==> config.mk <==
export PLATFORM = sky130hd
export DESIGN_NAME = hcc_gate_ctrl
export DESIGN_NICKNAME = d
export VERILOG_FILES = /design/src/rtl/hcc_pkg.sv /design/src/rtl/hcc_ref_gen.sv /design/src/rtl/hcc_mode_sel.sv /design/src/rtl/hcc_band_cmp.sv /design/src/rtl/hcc_gate_ctrl.sv
export SDC_FILE = /design/constraint.sdc
export NUM_CORES = 1
export LEC_CHECK = 0
export BUFFER_PORTS_ARGS = -buffer_cell sky130_fd_sc_hd__buf_4
export CAP_MARGIN = 15
export CELL_PAD_IN_SITES_DETAIL_PLACEMENT = 1
export CELL_PAD_IN_SITES_GLOBAL_PLACEMENT = 1
export CORE_ASPECT_RATIO = 1.1
export CORE_MARGIN = 1
export CORE_UTILIZATION = 43
export DETAILED_ROUTE_END_ITERATION = 12
export GPL_TIMING_DRIVEN = 1
export PLACE_DENSITY_LB_ADDON = 0.1
export SLEW_MARGIN = 20
export SYNTH_ARGS = -nofsm -noshare
export SYNTH_HDL_FRONTEND = slang
export SYNTH_HIERARCHICAL = 1
export SYNTH_SLANG_ARGS = --single-unit
==> constraint.sdc <==
create_clock -name clk -period 3.9 [get_ports clk]
set_input_delay 0.39 -clock clk [delete_from_list [all_inputs] [get_ports clk]]
set_output_delay 0.39 -clock clk [all_outputs]
set_load 0.05 [all_outputs]
==> src/rtl/hcc_pkg.sv <==
`timescale 1ns/1ps
package hcc_pkg;

  typedef enum logic [1:0] {
    FN_BAL   = 2'd0,
    FN_SET   = 2'd1,
    FN_NULL  = 2'd2,
    FN_NULL2 = 2'd3
  } fn_e;

  typedef enum logic {
    MODE_A = 1'b0,
    MODE_B = 1'b1
  } mode_e;

  typedef enum logic {
    PH_CHARGE = 1'b0,
    PH_DISCH  = 1'b1
  } phase_e;

  typedef struct packed {
    logic sa1;
    logic sa2;
    logic sb1;
    logic sb2;
  } gate_t;

  // Switch pattern for a mode/phase pair
  function automatic gate_t gate_pattern(mode_e m, phase_e p);
    gate_t g;
    g = '0;
    if (p == PH_DISCH) begin
      g.sb1 = 1'b1;
      g.sb2 = 1'b1;
    end else if (m == MODE_A) begin
      g.sa2 = 1'b1;
    end else begin
      g.sa1 = 1'b1;
    end
    return g;
  endfunction

endpackage

==> src/rtl/hcc_ref_gen.sv <==
`timescale 1ns/1ps
module hcc_ref_gen
  import hcc_pkg::*;
#(
  parameter int CUR_W = 16
) (
  input  logic signed [CUR_W-1:0] cur_a,
  input  logic signed [CUR_W-1:0] cur_b,
  input  logic        [1:0]       func_sel,
  input  logic signed [CUR_W-1:0] ext_ref,
  output logic signed [CUR_W-1:0] ref_o
);
  localparam int SW = CUR_W + 1;

  // Floor of the mean: widen, add, arithmetic shift right by one
  function automatic logic signed [CUR_W-1:0] floor_mean(
    logic signed [CUR_W-1:0] x, logic signed [CUR_W-1:0] y);
    logic signed [SW-1:0] s;
    s = SW'(x) + SW'(y);
    return s[SW-1:1];
  endfunction

  always_comb begin
    unique case (fn_e'(func_sel))
      FN_BAL:  ref_o = floor_mean(cur_a, cur_b);
      FN_SET:  ref_o = ext_ref;
      default: ref_o = '0;
    endcase
  end
endmodule

==> src/rtl/hcc_mode_sel.sv <==
`timescale 1ns/1ps
module hcc_mode_sel
  import hcc_pkg::*;
#(
  parameter int CUR_W = 16
) (
  input  logic signed [CUR_W-1:0] cur_a,
  input  logic signed [CUR_W-1:0] cur_b,
  input  mode_e                   mode_q,
  input  phase_e                  phase_q,
  output mode_e                   mode_nxt,
  output logic signed [CUR_W-1:0] ctrl_o
);
  logic a_above;
  logic b_above;

  assign a_above = cur_a > cur_b;
  assign b_above = cur_b > cur_a;

  always_comb begin
    mode_nxt = mode_q;
    if (phase_q == PH_CHARGE) begin
      if (a_above)      mode_nxt = MODE_A;
      else if (b_above) mode_nxt = MODE_B;
    end
  end

  assign ctrl_o = (mode_nxt == MODE_A) ? cur_a : cur_b;
endmodule

==> src/rtl/hcc_band_cmp.sv <==
`timescale 1ns/1ps
module hcc_band_cmp
  import hcc_pkg::*;
#(
  parameter int CUR_W = 16
) (
  input  logic signed [CUR_W-1:0] ctrl_i,
  input  logic signed [CUR_W-1:0] ref_i,
  input  logic        [CUR_W-1:0] band,
  input  phase_e                  phase_q,
  output phase_e                  phase_nxt,
  output logic                    hit_lo,
  output logic                    hit_hi
);
  localparam int EW = CUR_W + 2;

  function automatic logic signed [EW-1:0] widen_s(logic signed [CUR_W-1:0] v);
    return EW'(v);
  endfunction

  function automatic logic signed [EW-1:0] widen_u(logic [CUR_W-1:0] v);
    return signed'({2'b00, v});
  endfunction

  logic signed [EW-1:0] edge_lo;
  logic signed [EW-1:0] edge_hi;

  assign edge_lo = widen_s(ref_i) - widen_u(band);
  assign edge_hi = widen_s(ref_i) + widen_u(band);
  assign hit_lo  = widen_s(ctrl_i) <= edge_lo;
  assign hit_hi  = widen_s(ctrl_i) >  edge_hi;

  always_comb begin
    phase_nxt = phase_q;
    if (phase_q == PH_CHARGE) begin
      if (hit_lo) phase_nxt = PH_DISCH;
    end else begin
      if (hit_hi) phase_nxt = PH_CHARGE;
    end
  end
endmodule

==> src/rtl/hcc_gate_ctrl.sv <==
`timescale 1ns/1ps
module hcc_gate_ctrl
  import hcc_pkg::*;
#(
  parameter int CUR_W = 16
) (
  input  logic                    clk,
  input  logic                    rst_n,
  input  logic                    en,
  input  logic                    smp_vld,
  input  logic signed [CUR_W-1:0] cur_a,
  input  logic signed [CUR_W-1:0] cur_b,
  input  logic        [1:0]       func_sel,
  input  logic signed [CUR_W-1:0] ext_ref,
  input  logic        [CUR_W-1:0] band,
  output logic                    gate_sa1,
  output logic                    gate_sa2,
  output logic                    gate_sb1,
  output logic                    gate_sb2
);
  mode_e  mode_q;
  mode_e  mode_nxt;
  phase_e phase_q;
  phase_e phase_nxt;
  gate_t  gates_q;
  gate_t  gate_nxt;

  // Named internal events for the checker
  logic signed [CUR_W-1:0] ref_w;
  logic signed [CUR_W-1:0] ctrl_w;
  logic                    hit_lo;
  logic                    hit_hi;
  logic                    take;

  assign take = en & smp_vld;

  hcc_ref_gen #(.CUR_W(CUR_W)) u_ref (
    .cur_a    (cur_a),
    .cur_b    (cur_b),
    .func_sel (func_sel),
    .ext_ref  (ext_ref),
    .ref_o    (ref_w)
  );

  hcc_mode_sel #(.CUR_W(CUR_W)) u_mode (
    .cur_a    (cur_a),
    .cur_b    (cur_b),
    .mode_q   (mode_q),
    .phase_q  (phase_q),
    .mode_nxt (mode_nxt),
    .ctrl_o   (ctrl_w)
  );

  hcc_band_cmp #(.CUR_W(CUR_W)) u_cmp (
    .ctrl_i    (ctrl_w),
    .ref_i     (ref_w),
    .band      (band),
    .phase_q   (phase_q),
    .phase_nxt (phase_nxt),
    .hit_lo    (hit_lo),
    .hit_hi    (hit_hi)
  );

  assign gate_nxt = gate_pattern(mode_nxt, phase_nxt);

  always_ff @(posedge clk or negedge rst_n) begin
    if (!rst_n) begin
      mode_q  <= MODE_A;
      phase_q <= PH_CHARGE;
      gates_q <= '0;
    end else if (!en) begin
      phase_q <= PH_CHARGE;
      gates_q <= '0;
    end else if (take) begin
      mode_q  <= mode_nxt;
      phase_q <= phase_nxt;
      gates_q <= gate_nxt;
    end
  end

  assign gate_sa1 = gates_q.sa1;
  assign gate_sa2 = gates_q.sa2;
  assign gate_sb1 = gates_q.sb1;
  assign gate_sb2 = gates_q.sb2;
endmodule

==> run_results.csv, run 1 <==
group,metric,value,unit
floorplanning,ioPinCount,74,
clocking,clock-sinks,4,
placement,dpl.hpwl,20.8,mm
synth,syn_inst,666,
clocking,clockRootBuffer,"clkbuf_16",
status,lastStage,"clock tree synthesis",
synth,syn-cell-area,4730,µm²
floorplanning,rows,39,
floorplanning,die_x,102,µm
placement,gp_congestion,0.938,
status,status,"did not finish",
clocking,cts.path.max_buffers,2,
clocking,postCtsHoldBufs,1,
synth,synth.avg_cell_area,7.10,µm²
status,error,"[ERROR DPL-0033] detailed placement checks failed during check placement.",
placement,port_buffers,73,
clocking,cts_buffers,3,
synth,yosys_warnings,6,
clocking,htreeDepth,1,
synth,synth_nets,839,
clocking,cts_resized,82,
clocking,cts_setup_buffers,12,
floorplanning,start_util,44.9,%
floorplanning,die_h,112,µm
[through the flow]
| step | TNS [ps] | setup WS, ps | std cells | hold WS [ps] | cell area, µm² |
|---|---|---|---|---|---|
| detailed placement | -5000 | -1710 | 1064 | 194 | 7040 |
| global placement | -3780 | -1300 | 1064 | 187 | 7040 |
| floorplan | -2380 | -831 | 666 | 94.4 | 4880 |
==> inputs of run 2 (changes only) <==
--- a/config.mk
+++ b/config.mk
@@ -7,14 +7,11 @@
 export LEC_CHECK = 0
 export BUFFER_PORTS_ARGS = -buffer_cell sky130_fd_sc_hd__buf_4
 export CAP_MARGIN = 15
-export CELL_PAD_IN_SITES_DETAIL_PLACEMENT = 1
-export CELL_PAD_IN_SITES_GLOBAL_PLACEMENT = 1
-export CORE_ASPECT_RATIO = 1.1
 export CORE_MARGIN = 1
-export CORE_UTILIZATION = 43
+export CORE_UTILIZATION = 30
 export DETAILED_ROUTE_END_ITERATION = 12
 export GPL_TIMING_DRIVEN = 1
-export PLACE_DENSITY_LB_ADDON = 0.1
+export PLACE_DENSITY_LB_ADDON = 0.15
 export SLEW_MARGIN = 20
 export SYNTH_ARGS = -nofsm -noshare
 export SYNTH_HDL_FRONTEND = slang
==> run_results.csv, run 2 <==
group,metric,value,unit
worst_hold_path,hold_start,"en",
timing,layout_min_cycle_time,5010,ps
finish,insertedDiodeCount,0,
floorplanning,ioPinCount,74,
worst_hold_path,holdPathStages,2,
pwr,ir_worst_vdd,0.158,mV
timing,setup_ws,-1110,ps
pwr,p_sw_share,46.8,%
floorplanning,rows,45,
timing,slew_headroom,63.8,%
grt,track_usage,22.6,%
finish,drive_gt1_share,40.8,%
critical_path,end_kind,"flop",
synth,synth.avg_cell_area,7.10,µm²
finish,fin_nets,1132,
drt,via_count,5937,
drt,totalWireLength,18.4,mm
critical_path,path_buf_inv,2,
timing,hold_violations,0,
pwr,share_comb_of_total_power,89.4,%
critical_path,cp.arrival,5120,ps
critical_path,r2r-end,"gate_sa1",
grt,grt_max_degree,20,
clocking,clk_latency,220,ps
synth,yosys_warnings,6,
drt,antenna_left,0,
timing,setup-violations-final,3,
critical_path,cp_slowest_cell,"or4_4",
grt,grt_pass1_wl,29.5,mm
timing,tns,-3220,ps
floorplanning,die_x,128,µm
clocking,clock-sinks,4,
critical_path,crit_type,"in2reg",
finish,layout_common_cells,"311 x buf_4, 88 x ha_1, 61 x nand2_1",
critical_path,ff2ff_path_depth,14,
clocking,cts_tree,"yes",
drt,avgRoutedWirePerCell,15.8,µm
clocking,clockRootBuffer,"clkbuf_16",
clocking,cts.path.max_buffers,2,
floorplanning,die_area,16300,µm²
synth,syn-cell-area,4730,µm²
grt,grt-ovfl-total,0,
grt,antenna_found_initial,0,
status,status,"finished with violations",
pwr,leakagePower,3.76,nW
drt,vias_per_cell,5.08,
job,maxCapViolCount,0,
pwr,power_density,271,nW/µm²
critical_path,timing.rr.start,"phase_q",
status,violations,"setup timing",
worst_hold_path,hold_end,"phase_q",
pwr,pwr-share-seq,3.0,%
pwr,total_power,2.09,mW
grt,grt_pass1_vias,5963,
critical_path,r2r_slack,180,ps
finish,areaGrowthSynthToFinish,63.4,%
placement,port_buffers,73,
timing,holdWs,423,ps
floorplanning,core-area,15300,µm²
placement,dpl.hpwl,15.5,mm
placement,gp_congestion,0.917,
finish,layout_commonest_cell,"buf_4",
critical_path,cp_top_family,"compound AO/OA/AOI/OAI gates",
finish,final_cell_area,7720,µm²
floorplanning,start_util,30.9,%
critical_path,worstSetupStartpointType,"input port",
placement,place_area,7220,µm²
worst_hold_path,min-delay-path-class,"in2reg",
synth,synth_nets,839,
drt,drt_iter0_drc,399,
critical_path,cpPeakStageDelay,530,ps
pwr,internal_power,1.11,mW
clocking,clk_pin_slew_worst_paths,30,ps
placement,numPlacedInstances,1145,
timing,fmax,200,MHz
timing,worstMarginPinSlew,541,ps
critical_path,path_max_fanout,4,
synth,syn_inst,666,
floorplanning,die_h,128,µm
pwr,power_frac_clock,7.6,%
critical_path,cp.required,4000,ps
clocking,htreeDepth,1,
timing,maxSlewViolCount,0,
timing,rsz0062_at_grt,"yes",
clocking,cts_buffers,3,
finish,finalNonFillerCells,1168,
timing,skew,3.68,ps
timing,period_share,128,%
pwr,power_switching,0.980,mW
drt,drt_first_pass_iters,4,
drt,drc_errors,0,
-- run 2: power by group through the flow --
stage	Clock, mW	Sequential, mW	Combinational (mW)
3_5_place_dp	0	0.0633	1.72
6_report	0.159	0.0628	1.87
4_1_cts	0.161	0.0633	1.78
3_3_place_gp	0	0.0637	1.69
2_1_floorplan	0	0.0849	0.983
5_1_grt	0.164	0.0640	2.06
-- run 2: stage by stage --
stage | util, % | worst slack [ps]
2_1_floorplan | - | -831
3_3_place_gp | 47.1 | -1500
3_5_place_dp | 47.1 | -1620
4_1_cts | 48.9 | -1150
5_1_grt | 50.4 | -1400
6_report | 50.4 | -1110
-- run 2: area by class of cell --
| class | count | area (µm²) |
|---|---|---|
| Timing Repair Buffer | 316 | 2410 |
| Multi-Input combinational cell | 576 | 4650 |
| Tap cell | 211 | 264 |
| Fill cell | 1507 | 7590 |
| Clock buffer | 3 | 75.1 |
| Inverter | 58 | 225 |
| Sequential cell | 4 | 100 |
-- run 2: worst max path at each step --
stage / to / startpoint / cells past startpoint
after floorplan: gate_sa1 / cur_a[1] / 25
after global placement: gate_sa1 / cur_a[1] / 25
after detailed placement: gate_sa1 / cur_a[1] / 25
after CTS: gate_sa1 / cur_a[1] / 26
after global routing: phase_q / cur_a[7] / 26
final: gate_sa1 / cur_b[2] / 25
-- run 2: timing repair --
action	CTS	global route
setup buffers	7	12
hold buffers	1	0
gates resized for setup	28	28
pin swaps	19	22
setup endpoints to repair	3	3
endpoints found under the hold margin	4	0
-- run 2: metal layers --
metal | wire [µm] | vias to the layer above | GRT usage [%]
li1 | - | 3036 | -
met1 | 8930 | 2723 | 30.8
met2 | 8530 | 157 | 39.4
met3 | 662 | 21 | 0.921
met4 | 318 | 0 | 5.04
met5 | 0 | - | 0
Note: power is estimated with default switching activity, not from simulation.
